$ cat src/rtl/pprx_pkg.sv
package pprx_pkg;

  typedef enum logic [2:0] {
    SEL_MODE = 3'd0,
    SEL_CFG  = 3'd1,
    SEL_CRCX = 3'd2,
    SEL_DONE = 3'd3,
    SEL_CLR  = 3'd4
  } reg_sel_e;

  typedef enum logic [1:0] {
    ST_HDR,
    ST_ADDR,
    ST_DATA,
    ST_SKIP
  } pstate_e;

  localparam logic [31:0] CFG_MASK  = 32'h02FF_FF3E;
  localparam logic [31:0] CRC_POLY  = 32'hEDB8_8320;
  localparam logic [31:0] CRC_SEED  = 32'hFFFF_FFFF;
  localparam int          FLAG0_BIT = 28;
  localparam int          FLAG1_BIT = 29;

  // One byte of reflected CRC-32, least significant bit first.
  function automatic logic [31:0] crc32_step(input logic [31:0] c, input logic [7:0] b);
    logic [31:0] r;
    r = c ^ {24'd0, b};
    for (int k = 0; k < 8; k++) begin
      r = r[0] ? ((r >> 1) ^ CRC_POLY) : (r >> 1);
    end
    return r;
  endfunction

endpackage

$ cat src/rtl/pprx_parser.sv
module pprx_parser
  import pprx_pkg::*;
#(
  parameter int          DATA_BYTES = 256,
  parameter int          ADDR_BYTES = 4,
  parameter logic [7:0]  HEADER     = 8'hFA,
  localparam int         AW         = 8 * ADDR_BYTES,
  localparam int         IMAX       = (DATA_BYTES > ADDR_BYTES) ? DATA_BYTES : ADDR_BYTES,
  localparam int         IW         = (IMAX > 1) ? $clog2(IMAX) : 1
) (
  input  logic          clk,
  input  logic          rst_n,
  input  logic          isp_en,
  input  logic          rx_valid,
  input  logic [7:0]    rx_byte,
  input  logic          rx_end,
  output logic          hdr_ok,
  output logic          data_fire,
  output logic          data_last,
  output logic          pg_valid,
  output logic [7:0]    pg_byte,
  output logic [AW-1:0] pg_addr,
  output logic          page_ready
);

  pstate_e       st_q, st_n;
  logic [IW-1:0] idx_q, idx_n;
  logic [AW-1:0] addr_q, addr_n;

  always_comb begin
    st_n      = st_q;
    idx_n     = idx_q;
    addr_n    = addr_q;
    hdr_ok    = 1'b0;
    data_fire = 1'b0;
    data_last = 1'b0;
    if (!isp_en || rx_end) begin
      st_n  = ST_HDR;
      idx_n = '0;
    end else if (rx_valid) begin
      case (st_q)
        ST_HDR: begin
          idx_n = '0;
          if (rx_byte == HEADER) begin
            hdr_ok = 1'b1;
            st_n   = ST_ADDR;
          end else begin
            st_n = ST_SKIP;
          end
        end
        ST_ADDR: begin
          if (AW > 8) addr_n = {addr_q[AW-9:0], rx_byte};
          else        addr_n = AW'(rx_byte);
          if (idx_q == IW'(ADDR_BYTES - 1)) begin
            st_n  = ST_DATA;
            idx_n = '0;
          end else begin
            idx_n = idx_q + 1'b1;
          end
        end
        ST_DATA: begin
          data_fire = 1'b1;
          if (idx_q == IW'(DATA_BYTES - 1)) begin
            data_last = 1'b1;
            st_n      = ST_SKIP;
            idx_n     = '0;
          end else begin
            idx_n = idx_q + 1'b1;
          end
        end
        default: ;
      endcase
    end
  end

  always_ff @(posedge clk or negedge rst_n) begin
    if (!rst_n) begin
      st_q       <= ST_HDR;
      idx_q      <= '0;
      addr_q     <= '0;
      pg_valid   <= 1'b0;
      pg_byte    <= '0;
      page_ready <= 1'b0;
    end else begin
      st_q       <= st_n;
      idx_q      <= idx_n;
      addr_q     <= addr_n;
      pg_valid   <= data_fire;
      page_ready <= data_last;
      if (data_fire) pg_byte <= rx_byte;
    end
  end

  assign pg_addr = addr_q;

  a_r2_ready_needs_enable: assert property (@(posedge clk) disable iff (!rst_n)
    page_ready |-> $past(isp_en));

  a_r4_stream_from_input: assert property (@(posedge clk) disable iff (!rst_n)
    pg_valid |-> $past(rx_valid));

  a_r5_ready_with_byte: assert property (@(posedge clk) disable iff (!rst_n)
    page_ready |-> pg_valid);

endmodule

$ cat src/rtl/pprx_crc.sv
module pprx_crc
  import pprx_pkg::*;
(
  input  logic        clk,
  input  logic        rst_n,
  input  logic        restart,
  input  logic        fire,
  input  logic        last,
  input  logic [7:0]  byte_in,
  output logic [31:0] crc_out
);

  logic [31:0] crc_q, crc_n, step;

  assign step    = crc32_step(crc_q, byte_in);
  assign crc_out = ~step;

  always_comb begin
    crc_n = crc_q;
    if (restart || (fire && last)) crc_n = CRC_SEED;
    else if (fire)                 crc_n = step;
  end

  always_ff @(posedge clk or negedge rst_n) begin
    if (!rst_n) crc_q <= CRC_SEED;
    else        crc_q <= crc_n;
  end

endmodule

$ cat src/rtl/pprx_regs.sv
module pprx_regs
  import pprx_pkg::*;
#(
  parameter int COUNT_W = 20
) (
  input  logic               clk,
  input  logic               rst_n,
  input  logic               reg_we,
  input  logic [2:0]         reg_sel,
  input  logic [31:0]        reg_wdata,
  output logic [31:0]        reg_rdata,
  input  logic               page_done,
  input  logic [31:0]        crc_value,
  output logic               isp_en,
  output logic [31:0]        cfg,
  output logic [3:0]         dummy_cycles
);

  reg_sel_e           sel;
  logic [2:0]         mode_q, mode_n;
  logic [31:0]        cfg_q, cfg_n;
  logic [31:0]        crcx_q, crcx_n;
  logic [COUNT_W-1:0] cnt_q, cnt_n;
  logic               f0_q, f0_n, f1_q, f1_n;
  logic [31:0]        status;

  assign sel = reg_sel_e'(reg_sel);

  always_comb begin
    mode_n = mode_q;
    cfg_n  = cfg_q;
    crcx_n = crcx_q;
    cnt_n  = cnt_q;
    f0_n   = f0_q;
    f1_n   = f1_q;
    if (reg_we) begin
      case (sel)
        SEL_MODE: mode_n = reg_wdata[2:0];
        SEL_CFG:  cfg_n  = reg_wdata & CFG_MASK;
        SEL_CRCX: crcx_n = reg_wdata;
        SEL_CLR: begin
          if (reg_wdata[FLAG0_BIT]) f0_n = 1'b0;
          if (reg_wdata[FLAG1_BIT]) f1_n = 1'b0;
        end
        default: ;
      endcase
    end
    if (page_done) begin
      if (cfg_q[3]) cnt_n = cnt_q + 1'b1;
      if (cfg_q[1] && (crc_value != crcx_q)) begin
        if (f0_q) f1_n = 1'b1;
        else      f0_n = 1'b1;
      end
    end
  end

  always_ff @(posedge clk or negedge rst_n) begin
    if (!rst_n) begin
      mode_q <= '0;
      cfg_q  <= '0;
      crcx_q <= '0;
      cnt_q  <= '0;
      f0_q   <= 1'b0;
      f1_q   <= 1'b0;
    end else begin
      mode_q <= mode_n;
      cfg_q  <= cfg_n;
      crcx_q <= crcx_n;
      cnt_q  <= cnt_n;
      f0_q   <= f0_n;
      f1_q   <= f1_n;
    end
  end

  always_comb begin
    status            = 32'(cnt_q);
    status[FLAG0_BIT] = f0_q;
    status[FLAG1_BIT] = f1_q;
  end

  always_comb begin
    case (sel)
      SEL_MODE: reg_rdata = {29'd0, mode_q};
      SEL_CFG:  reg_rdata = cfg_q;
      SEL_CRCX: reg_rdata = crcx_q;
      SEL_DONE: reg_rdata = status;
      default:  reg_rdata = '0;
    endcase
  end

  always_comb begin
    case (cfg_q[23:21])
      3'd1:    dummy_cycles = 4'd6;
      3'd3:    dummy_cycles = 4'd10;
      default: dummy_cycles = 4'd8;
    endcase
  end

  assign isp_en = mode_q[0];
  assign cfg    = cfg_q;

  a_r5_count_step: assert property (@(posedge clk) disable iff (!rst_n)
    !$stable(cnt_q) |-> (cnt_q == $past(cnt_q) + COUNT_W'(1)));

  a_r7_flag1_after_flag0: assert property (@(posedge clk) disable iff (!rst_n)
    $rose(f1_q) |-> $past(f0_q));

endmodule

$ cat src/rtl/page_prog_rx.sv
module page_prog_rx
  import pprx_pkg::*;
#(
  parameter int         DATA_BYTES = 256,
  parameter int         ADDR_BYTES = 4,
  parameter int         COUNT_W    = 20,
  parameter logic [7:0] HEADER     = 8'hFA
) (
  input  logic                    clk,
  input  logic                    rst_n,
  input  logic                    rx_valid,
  input  logic [7:0]              rx_byte,
  input  logic                    rx_end,
  input  logic                    reg_we,
  input  logic [2:0]              reg_sel,
  input  logic [31:0]             reg_wdata,
  output logic [31:0]             reg_rdata,
  output logic                    pg_valid,
  output logic [7:0]              pg_byte,
  output logic [8*ADDR_BYTES-1:0] pg_addr,
  output logic                    page_ready,
  output logic [31:0]             isp_cfg,
  output logic [3:0]              dummy_cycles
);

  logic [1:0]  rst_sync;
  logic        rst_ni;
  logic        isp_en, hdr_ok, data_fire, data_last;
  logic [31:0] crc_value;

  always_ff @(posedge clk or negedge rst_n) begin
    if (!rst_n) rst_sync <= 2'b00;
    else        rst_sync <= {rst_sync[0], 1'b1};
  end
  assign rst_ni = rst_sync[1];

  pprx_parser #(
    .DATA_BYTES (DATA_BYTES),
    .ADDR_BYTES (ADDR_BYTES),
    .HEADER     (HEADER)
  ) u_parser (
    .clk        (clk),
    .rst_n      (rst_ni),
    .isp_en     (isp_en),
    .rx_valid   (rx_valid),
    .rx_byte    (rx_byte),
    .rx_end     (rx_end),
    .hdr_ok     (hdr_ok),
    .data_fire  (data_fire),
    .data_last  (data_last),
    .pg_valid   (pg_valid),
    .pg_byte    (pg_byte),
    .pg_addr    (pg_addr),
    .page_ready (page_ready)
  );

  pprx_crc u_crc (
    .clk     (clk),
    .rst_n   (rst_ni),
    .restart (hdr_ok),
    .fire    (data_fire),
    .last    (data_last),
    .byte_in (rx_byte),
    .crc_out (crc_value)
  );

  pprx_regs #(
    .COUNT_W (COUNT_W)
  ) u_regs (
    .clk          (clk),
    .rst_n        (rst_ni),
    .reg_we       (reg_we),
    .reg_sel      (reg_sel),
    .reg_wdata    (reg_wdata),
    .reg_rdata    (reg_rdata),
    .page_done    (data_last),
    .crc_value    (crc_value),
    .isp_en       (isp_en),
    .cfg          (isp_cfg),
    .dummy_cycles (dummy_cycles)
  );

endmodule

$ cat config.mk
export PLATFORM = sky130hd
export DESIGN_NAME = page_prog_rx
export DESIGN_NICKNAME = d
export VERILOG_FILES = /design/src/rtl/pprx_pkg.sv /design/src/rtl/pprx_parser.sv /design/src/rtl/pprx_crc.sv /design/src/rtl/pprx_regs.sv /design/src/rtl/page_prog_rx.sv
export SDC_FILE = /design/constraint.sdc
export NUM_CORES = 1
export LEC_CHECK = 0
export BUFFER_PORTS_ARGS = -buffer_cell sky130_fd_sc_hd__buf_2
export CAP_MARGIN = 30
export CORE_UTILIZATION = 51
export DETAILED_ROUTE_END_ITERATION = 7
export PLACE_DENSITY = 0.75
export SLEW_MARGIN = 5
export SYNTH_ARGS = -nofsm -noshare
export SYNTH_HDL_FRONTEND = slang
export SYNTH_SLANG_ARGS = --single-unit
$ cat constraint.sdc
create_clock -name clk -period 4.82 [get_ports clk]
set_clock_uncertainty 0.2 [all_clocks]
set_input_delay 0.241 -clock clk [delete_from_list [all_inputs] [get_ports clk]]
set_output_delay 0.241 -clock clk [all_outputs]
set_load 0.05 [all_outputs]
==> flow_summary.json, run 1 <==
{
  "status": "finished clean",
  "start_util_pct": 52.8,
  "power.internal_w": 0.00415,
  "drive_above_1_share_pct": 36.8,
  "first_iter_violations": 419,
  "relSlewSlack_pct": 40.1,
  "die_area_um2": 17200,
  "finalWorstSetupSlack_ps": 1380,
  "comb_power_share_pct": 52.9,
  "root_buffer": "clkbuf_16",
  "maxCapViolations": 0,
  "wirelength_mm": 20.6,
  "grt_usage_pct": 24.9,
  "p_sw_w": 0.00309,
  "worstPathRequired_ps": 4940,
  "cts_sinks": 165,
  "fin_nets": 971,
  "first_pass_iters": 4,
  "end_kind": "flop",
  "crit_path_max_fanout": 9,
  "gp_congestion": 0.918,
  "p_leak_nw": 4.89,
  "clock_latency_ps": 430,
  "worstSetupPathType": "input port to flop",
  "p_clk_share_pct": 17.4,
  "antenna_found_initial": 0,
  "synthArstFlopShare_pct": 100,
  "netlist_area_um2": 8510,
  "ys_ff_latch": 165,
  "cts_tree": "yes",
  "worstMarginPinSlew_ps": 898,
  "dpl_worst_slack_ps": 1500,
  "viasPerCell": 5.35,
  "period_share_pct": 71.4,
  "p_per_area_nw_per_um2": 695,
  "grt_max_degree": 71,
  "synth_edf_count": 0,
  "drc": 0,
  "ctsResizeCount": 0,
  "gr-total-overflow": 0,
  "startpoint_type": "input port",
  "seqPwrFrac_pct": 29.7,
  "diodes": 0,
  "setup_tns_ps": 0,
  "swShare_pct": 42.7,
  "area.growth.synth_to_final_pct": 22.3,
  "place_inst": 1072,
  "port_buffers": 146,
  "ys.flop_type": "dfrtp_1",
  "hold_class": "input port to flop",
  "ant_nets": 0,
  "fin_cells": 1145,
  "die_y_um": 131,
  "hold_viol": 0,
  "rsz0062_at_grt": "false",
  "layout_min_cycle_time_ps": 3440,
  "htreeDepth": 4,
  "setup_viol": 0,
  "clk_pin_slew_ps": 60,
  "slew_violations": 0,
  "num_vias": 6130,
  "yosysUniqueCellTypes": 51,
  "fp.coreArea_um2": 16100,
  "cts_buffers": 17,
  "synth-warning-count": 0,
  "num_rows": 46,
  "die_x_um": 131,
  "grt_pass1_wl_mm": 33.7,
  "max-vdd-ir-drop_uv": 422,
  "clockBufferDepth": 2,
  "syn_inst": 732,
  "ys_seq_area_share_pct": 49.0,
  "ioPinCount": 158,
  "post_cts_buffers": 0,
  "crit_arrival_ps": 3550,
  "grt_pass1_vias": 6395,
  "wl_per_cell_um": 18.0,
  "hpwl_mm": 14.6,
  "avgSynthCellArea_um2": 11.6,
  "fmax_mhz": 291,
  "whs_ps": 116
}
-- power groups by stage --
stage / clock (W) / combinational [W] / sequential (W)
after floorplan: 0 / 0.00259 / 0.00250
after global placement: 0 / 0.00376 / 0.00215
after detailed placement: 0 / 0.00377 / 0.00217
after CTS: 0.00128 / 0.00382 / 0.00215
after global routing: 0.00134 / 0.00410 / 0.00220
final: 0.00126 / 0.00383 / 0.00215
-- synthesized netlist by cell type, types with 13 or more instances --
cell type | count | area (um2)
xnor2_1 | 74 | 648
o21ai_0 | 15 | 75.1
nor2_1 | 68 | 255
a21oi_1 | 31 | 155
xor2_1 | 31 | 272
dfrtp_1 | 133 | 3330
nand4_1 | 13 | 81.3
clkbuf_1 | 25 | 93.8
a22oi_1 | 20 | 150
nand2_1 | 51 | 191
dfstp_2 | 32 | 841
mux2_2 | 104 | 1170
-- layout by cell type (no fill, tap or decap), types with 3 or more instances in the layout --
cell	n
buf_4	7
dfstp_2	32
xnor2_2	8
nand3_1	10
clkbuf_16	17
conb_1	12
ha_1	5
o31ai_1	4
clkinv_4	3
xnor3_1	4
o21ai_0	15
and3_1	7
clkinv_2	5
nor2b_1	6
or3_1	4
or2_2	3
buf_2	146
mux2i_1	8
inv_1	6
nand2b_1	6
nand4_1	13
nor3_1	4
dfrtp_1	132
nor2_1	68
xor2_1	31
o22a_1	5
xnor2_1	74
a21oi_1	31
a22oi_1	20
nand2_1	51
dlygate4sd3_1	43
and2_1	7
a31oi_1	4
mux2_2	104
-- cells by family after synthesis --
group / after synthesis / share of synthesized area (%)
flops: 165 / 49.0
simple gates: 190 / 10.6
compound gates: 87 / 6.47
xor+xnor: 124 / 15.4
buf+inv: 45 / 2.47
fa+ha+maj: 5 / 0.735
other cells: 2 / 0.0882
mux: 114 / 15.2
-- critical path: stages --
cell and delay, ps:
dlygate4sd3_1 540, buf_2 190, xnor2_2 530, xnor3_2 520, xnor3_2 400, xnor2_1 130, or4_4 530, nor4_2 140
a31oi_1 130, a22o_1 190
-- area by class of cell --
cell class | instances | area (um2)
Clock inverter | 9 | 81.3
Sequential cell | 165 | 4170
Inverter | 6 | 22.5
Tap cell | 216 | 270
Timing Repair Buffer | 196 | 1210
Clock buffer | 21 | 460
Multi-Input combinational cell | 532 | 4190
Fill cell | 1241 | 5710
-- final timing paths --
check                               startpoint           endpoint  slack, ps  depth (start not counted)
worst max-delay path                rx_byte[5]        u_regs.f1_q       1380                         10
worst min-delay path                    reg_we        u_regs.f0_q        120                          4
worst max register to register  u_crc.crc_q[6]        u_regs.f1_q       1500                          8
worst min register to register     rst_sync[0]        rst_sync[1]        160                          0
max in group asynchronous          rst_sync[1]  u_regs.crcx_q[20]       3020                          1
min in group asynchronous          rst_sync[1]  u_parser.idx_q[3]        270                          0
-- sequential cells by signal, indices dropped and copies added, names as in the netlist --
signal,flops
u_parser.pg_valid,1
u_regs.mode_q,3
u_parser.pg_byte,8
u_parser.page_ready,1
u_parser.st_q,2
rst_sync,2
u_regs.crcx_q,32
u_crc.crc_q,32
u_regs.f1_q,1
u_regs.cnt_q,20
u_parser.idx_q,8
u_regs.cfg,22
u_regs.f0_q,1
u_parser.pg_addr,32
-- through the flow --
step                total power (W)  utilization, %  instance area [um2]
global placement            0.00591            58.6                 9440
floorplan                   0.00509               -                 8550
global route                0.00764            64.6                10400
finish                      0.00724            64.6                10400
CTS                         0.00725            64.6                10400
detailed placement          0.00594            58.6                 9440
-- per-layer routing --
layer  track usage [%]  vias up  share of wire [%]  routed length, um
li1                  -     2886                  -                  -
met1              33.8     3000                 46               9490
met2              39.8      216                 47               9620
met3              5.36       28                5.8               1190
met4              7.97        0                1.7                348
met5                 0        -                  0                  0
-- repair_timing --
| action | in CTS | in global routing |
|---|---|---|
| hold endpoints to repair | 78 | 0 |
| hold buffers | 43 | 0 |
| setup endpoints to repair | 0 | 0 |
Note: power is estimated with default switching activity, not from simulation.
==> inputs of run 2 (changes only) <==
CORE_UTILIZATION = 56   (was 51)
PLACE_DENSITY = 0.78   (was 0.75)
clock period = 3.3 ns   (was 4.82 ns; I/O delays follow)
==> flow_summary.json, run 2 (same netlist as run 1, synthesis figures left out) <==
{
  "first_iter_violations": 471,
  "crit_path_max_fanout": 3,
  "area.growth.synth_to_final_pct": 24.2,
  "fmax_mhz": 315,
  "gr-total-overflow": 0,
  "grt_pass1_wl_mm": 34.3,
  "final.fill_count": 1024,
  "startpoint_type": "flop",
  "p_leak_nw": 5.00,
  "drive_above_1_share_pct": 37.7,
  "wirelength_mm": 20.9,
  "cts_sinks": 165,
  "port_buffers": 146,
  "post_cts_buffers": 0,
  "crit_slowest_cell": "dfstp_2",
  "comb_power_share_pct": 53.4,
  "slew_violations": 0,
  "die_y_um": 125,
  "whs_ps": 40.4,
  "crit_arrival_ps": 3290,
  "slowest_delay_ps": 570,
  "p_per_area_nw_per_um2": 1040,
  "cts_buffers": 17,
  "layout_min_cycle_time_ps": 3180,
  "ioPinCount": 158,
  "swShare_pct": 41.9,
  "setup_viol": 0,
  "violations": "design-rule violations",
  "power.internal_w": 0.00641,
  "seqPwrFrac_pct": 28.4,
  "worstSetupPathType": "flop to flop",
  "dpl_cell_area_um2": 9550,
  "layout_common_cells": "buf_2 (146), dfrtp_1 (132), mux2_2 (104)",
  "drc": 14,
  "first_pass_iters": 8,
  "stdcell_area_um2": 10600,
  "cts_tree": "yes",
  "die_x_um": 125,
  "root_buffer": "clkbuf_16",
  "hold_class": "input port to flop",
  "antenna_found_initial": 0,
  "num_rows": 44,
  "num_vias": 6373,
  "setup_tns_ps": 0,
  "cpMostUsedCell": "xnor3_2",
  "finalWorstSetupSlack_ps": 124,
  "dpl_worst_slack_ps": 109,
  "period_share_pct": 96.2,
  "worstPathRequired_ps": 3410,
  "worstMarginPinSlew_ps": 725,
  "gp_congestion": 0.877,
  "status": "complete, but fails checks",
  "layout_commonest_cell": "buf_2",
  "fin_cells": 1133,
  "ant_nets": 0,
  "fp.coreArea_um2": 14700,
  "htreeDepth": 4,
  "hold_viol": 0,
  "clockBufferDepth": 2,
  "die_area_um2": 15700,
  "cp_cell_sequence": "xor2_4 -> xnor3_2 -> xnor3_2 -> xnor2_1 -> or4_4 -> nor4_4 -> a31oi_1 -> a22o_1",
  "max-vdd-ir-drop_uv": 552,
  "clock_latency_ps": 420,
  "place_inst": 1058,
  "relSlewSlack_pct": 51.0,
  "clk_pin_slew_ps": 60,
  "viasPerCell": 5.62,
  "grt_usage_pct": 27.8,
  "fin_nets": 989,
  "start_util_pct": 57.9,
  "grt_max_degree": 66,
  "diodes": 0,
  "maxCapViolations": 0,
  "p_sw_w": 0.00462,
  "p_clk_share_pct": 18.2,
  "grt_pass1_vias": 6556,
  "end_kind": "flop",
  "hpwl_mm": 14.9,
  "wl_per_cell_um": 18.4
}
run 2: changes by cell type in the layout (fill, tap and decap cells not counted), moves of 2 or more:
cell       previous run  this run
buf_4                 7        24
clkbuf_1              2         6
clkinv_2              5         2
bufinv_16             1         3
clkinv_4              3         1
run 2: timing repair:
| action | CTS | global route |
|---|---|---|
| resized for setup | 0 | 1 |
| hold buffers | 43 | 0 |
| hold endpoints to repair | 79 | 0 |
| endpoints found under the setup margin | 0 | 2 |
run 2: critical path, delay by kind of cell, from the launching register on:
kind / cells / cell delay, ps
XOR/XNOR: 4 / 1240
AND/OR/NAND/NOR: 2 / 710
flip-flops: 1 / 570
AO/OA/AOI/OAI: 2 / 350
run 2: path summary, 6_finish.rpt:
check / start / endpoint / slack [ps] / cells after the start
setup / recovery: u_crc.crc_q[6] / u_regs.f1_q / 120 / 8
hold / removal: rx_valid / u_parser.pg_valid / 40 / 3
setup reg to reg: u_crc.crc_q[6] / u_regs.f1_q / 120 / 8
hold reg to reg: rst_sync[0] / rst_sync[1] / 160 / 0
max in group asynchronous: rst_sync[1] / u_regs.crcx_q[7] / 1720 / 1
min in group asynchronous: rst_sync[1] / u_regs.cfg[1] / 180 / 0
run 2: cell type report:
class / instances / area [um2] / share of cell area [%]
Clock buffer: 24 / 462 / 4.37
Clock inverter: 8 / 125 / 1.18
Inverter: 6 / 22.5 / 0.213
Multi-Input combinational cell: 532 / 4200 / 39.7
Sequential cell: 165 / 4170 / 39.5
Tap cell: 184 / 230 / 2.18
Timing Repair Buffer: 214 / 1360 / 12.9
run 2: per-layer routing:
metal	GRT usage [%]	routed length (um)
met1	37.1	9270
met2	46.6	10300
met3	4.36	982
met4	8.97	339
met5	0	0
run 2: power groups by stage:
stage | Clock (W) | Sequential [W] | Combinational [W]
after global routing | 0.00212 | 0.00319 | 0.00625
after global placement | 0 | 0.00313 | 0.00569
after floorplan | 0 | 0.00365 | 0.00378
after detailed placement | 0 | 0.00316 | 0.00574
after CTS | 0.00203 | 0.00312 | 0.00582
final | 0.00201 | 0.00313 | 0.00589
run 2: through the flow:
stage | total power, W | utilization [%]
6_report | 0.0110 | 71.9
5_1_grt | 0.0116 | 71.9
4_1_cts | 0.0110 | 71.9
3_5_place_dp | 0.00889 | 64.9
3_3_place_gp | 0.00882 | 64.9
2_1_floorplan | 0.00743 | -
==> inputs of run 3 (changes only) <==
CORE_ASPECT_RATIO = 1.75   (was unset)
CORE_UTILIZATION = 48   (was 56)
PLACE_DENSITY = 0.68   (was 0.78)
==> flow_summary.json, run 3 (same netlist as run 1, synthesis figures left out) <==
{
  "status": "finished clean",
  "worstPathRequired_ps": 3420,
  "die_x_um": 103,
  "multiInputGateArea_um2": 4210,
  "startpoint_type": "flop",
  "start_util_pct": 49.0,
  "grtUsageMet2_pct": 47.2,
  "cts_tree": "yes",
  "relSlewSlack_pct": 35.6,
  "end_kind": "flop",
  "grt_pass1_vias": 6470,
  "ioPinCount": 158,
  "htreeDepth": 4,
  "cts_sinks": 165,
  "die_area_um2": 18300,
  "p_leak_nw": 5.04,
  "use_met1_pct": 28.2,
  "die_y_um": 178,
  "wl_per_cell_um": 18.8,
  "period_share_pct": 95.4,
  "crit_arrival_ps": 3270,
  "root_buffer": "clkbuf_16",
  "hpwl_mm": 16.1,
  "drc": 0,
  "viasPerCell": 5.34,
  "fp.coreArea_um2": 17400,
  "final_util_pct": 61.6,
  "wirelength_mm": 22.2,
  "p_per_area_nw_per_um2": 1050,
  "gr-usage-met3_pct": 3.96,
  "max-vdd-ir-drop_uv": 477,
  "layout_commonest_cell": "buf_2",
  "final.fill_count": 1459,
  "worstMarginPinSlew_ps": 966,
  "clk_pin_slew_ps": 60,
  "ant_nets": 0,
  "clock_latency_ps": 440,
  "layout_common_cells": "buf_2 (146), dfrtp_1 (132), mux2_2 (104)",
  "rsz0062_at_grt": "false",
  "grt_usage_pct": 25.8,
  "grt_max_degree": 164,
  "setup_viol": 0,
  "first_pass_iters": 5,
  "slew_violations": 0,
  "maxCapViolations": 0,
  "diodes": 0,
  "regArea_um2": 4170,
  "hold_viol": 0,
  "fin_nets": 993,
  "first_iter_violations": 279,
  "num_vias": 6318,
  "post_cts_buffers": 0,
  "worstSetupPathType": "flop to flop",
  "clockBufferDepth": 2,
  "crit_path_max_fanout": 3,
  "grt_pass1_wl_mm": 34.6,
  "antenna_found_initial": 0,
  "gr-total-overflow": 0,
  "hold_class": "input port to flop",
  "cts_buffers": 17,
  "gp_congestion": 0.949,
  "num_rows": 64,
  "area.growth.synth_to_final_pct": 25.9,
  "whs_ps": 34.8,
  "fmax_mhz": 317,
  "busiest_layer": "met2",
  "port_buffers": 146,
  "drive_above_1_share_pct": 38.8,
  "setup_tns_ps": 0,
  "layout_min_cycle_time_ps": 3150
}
## run 3: cell types whose count changed in the layout (fill, tap and decap cells not counted), moves of 2 or more
| cell | change |
|---|---|
| buf_4 | +3 |
| clkbuf_1 | -5 |
| clkinv_2 | -2 |
| clkinvlp_4 | +3 |
| inv_6 | +2 |
| inv_8 | +2 |
| xnor2_1 | -3 |
| xnor2_2 | +3 |
## run 3: area by class of cell
type / instances / share of cell area [%]
clock buffers: 19 / 4.14
multi-input cells: 532 / 39.3
inverters: 6 / 0.210
flip-flops and latches: 165 / 39.0
well taps: 231 / 2.70
repair buffers: 218 / 13.1
clock inverters: 12 / 1.58
## run 3: stage by stage
step                      power (W)  instances  cell area (um2)  worst slack [ps]
final                        0.0113       1183            10700               150
after global routing         0.0118       1183            10700              2.71
after CTS                    0.0113       1183            10700               122
after detailed placement    0.00909       1109             9650               156
after global placement      0.00904       1109             9650               190
after floorplan             0.00743        742             8550               131
## run 3: timing repair
action                                  in CTS  in global routing
hold buffers                                43                  0
endpoints found under the setup margin       0                  2
hold endpoints to repair                    79                  0
resized for setup                            0                  3
## run 3: final timing paths
| path | startpoint | endpoint | slack [ps] | cells after the start |
|---|---|---|---|---|
| max in group asynchronous | rst_sync[1] | u_parser.pg_addr[29] | 1920 | 1 |
| min in group asynchronous | rst_sync[1] | u_regs.cfg[20] | 200 | 1 |
| max reg2reg | u_crc.crc_q[6] | u_regs.f1_q | 150 | 8 |
| max | u_crc.crc_q[6] | u_regs.f1_q | 150 | 8 |
| min reg2reg | rst_sync[0] | rst_sync[1] | 150 | 0 |
| min | reg_we | u_regs.f1_q | 30 | 4 |
## run 3: routing by layer
metal	routed length, um	vias to the layer above
met5	0	-
met4	833	0
met3	777	38
met2	12200	189
met1	8440	3162
li1	-	2929
## run 3: critical path, cell delays in order (launching register included)
cell     delay [ps]
dfstp_2         570
xor2_4          160
xnor3_2         490
xnor3_2         410
xnor2_1         140
or4_4           530
nor4_2          140
a31oi_1         170
a22o_1          220
## run 3: report_power, final
part / total [W] / switching [W] / internal, W
clock: 0.00209 / 0.000868 / 0.00122
sequential: 0.00314 / 0.000495 / 0.00265
combinational: 0.00602 / 0.00339 / 0.00263
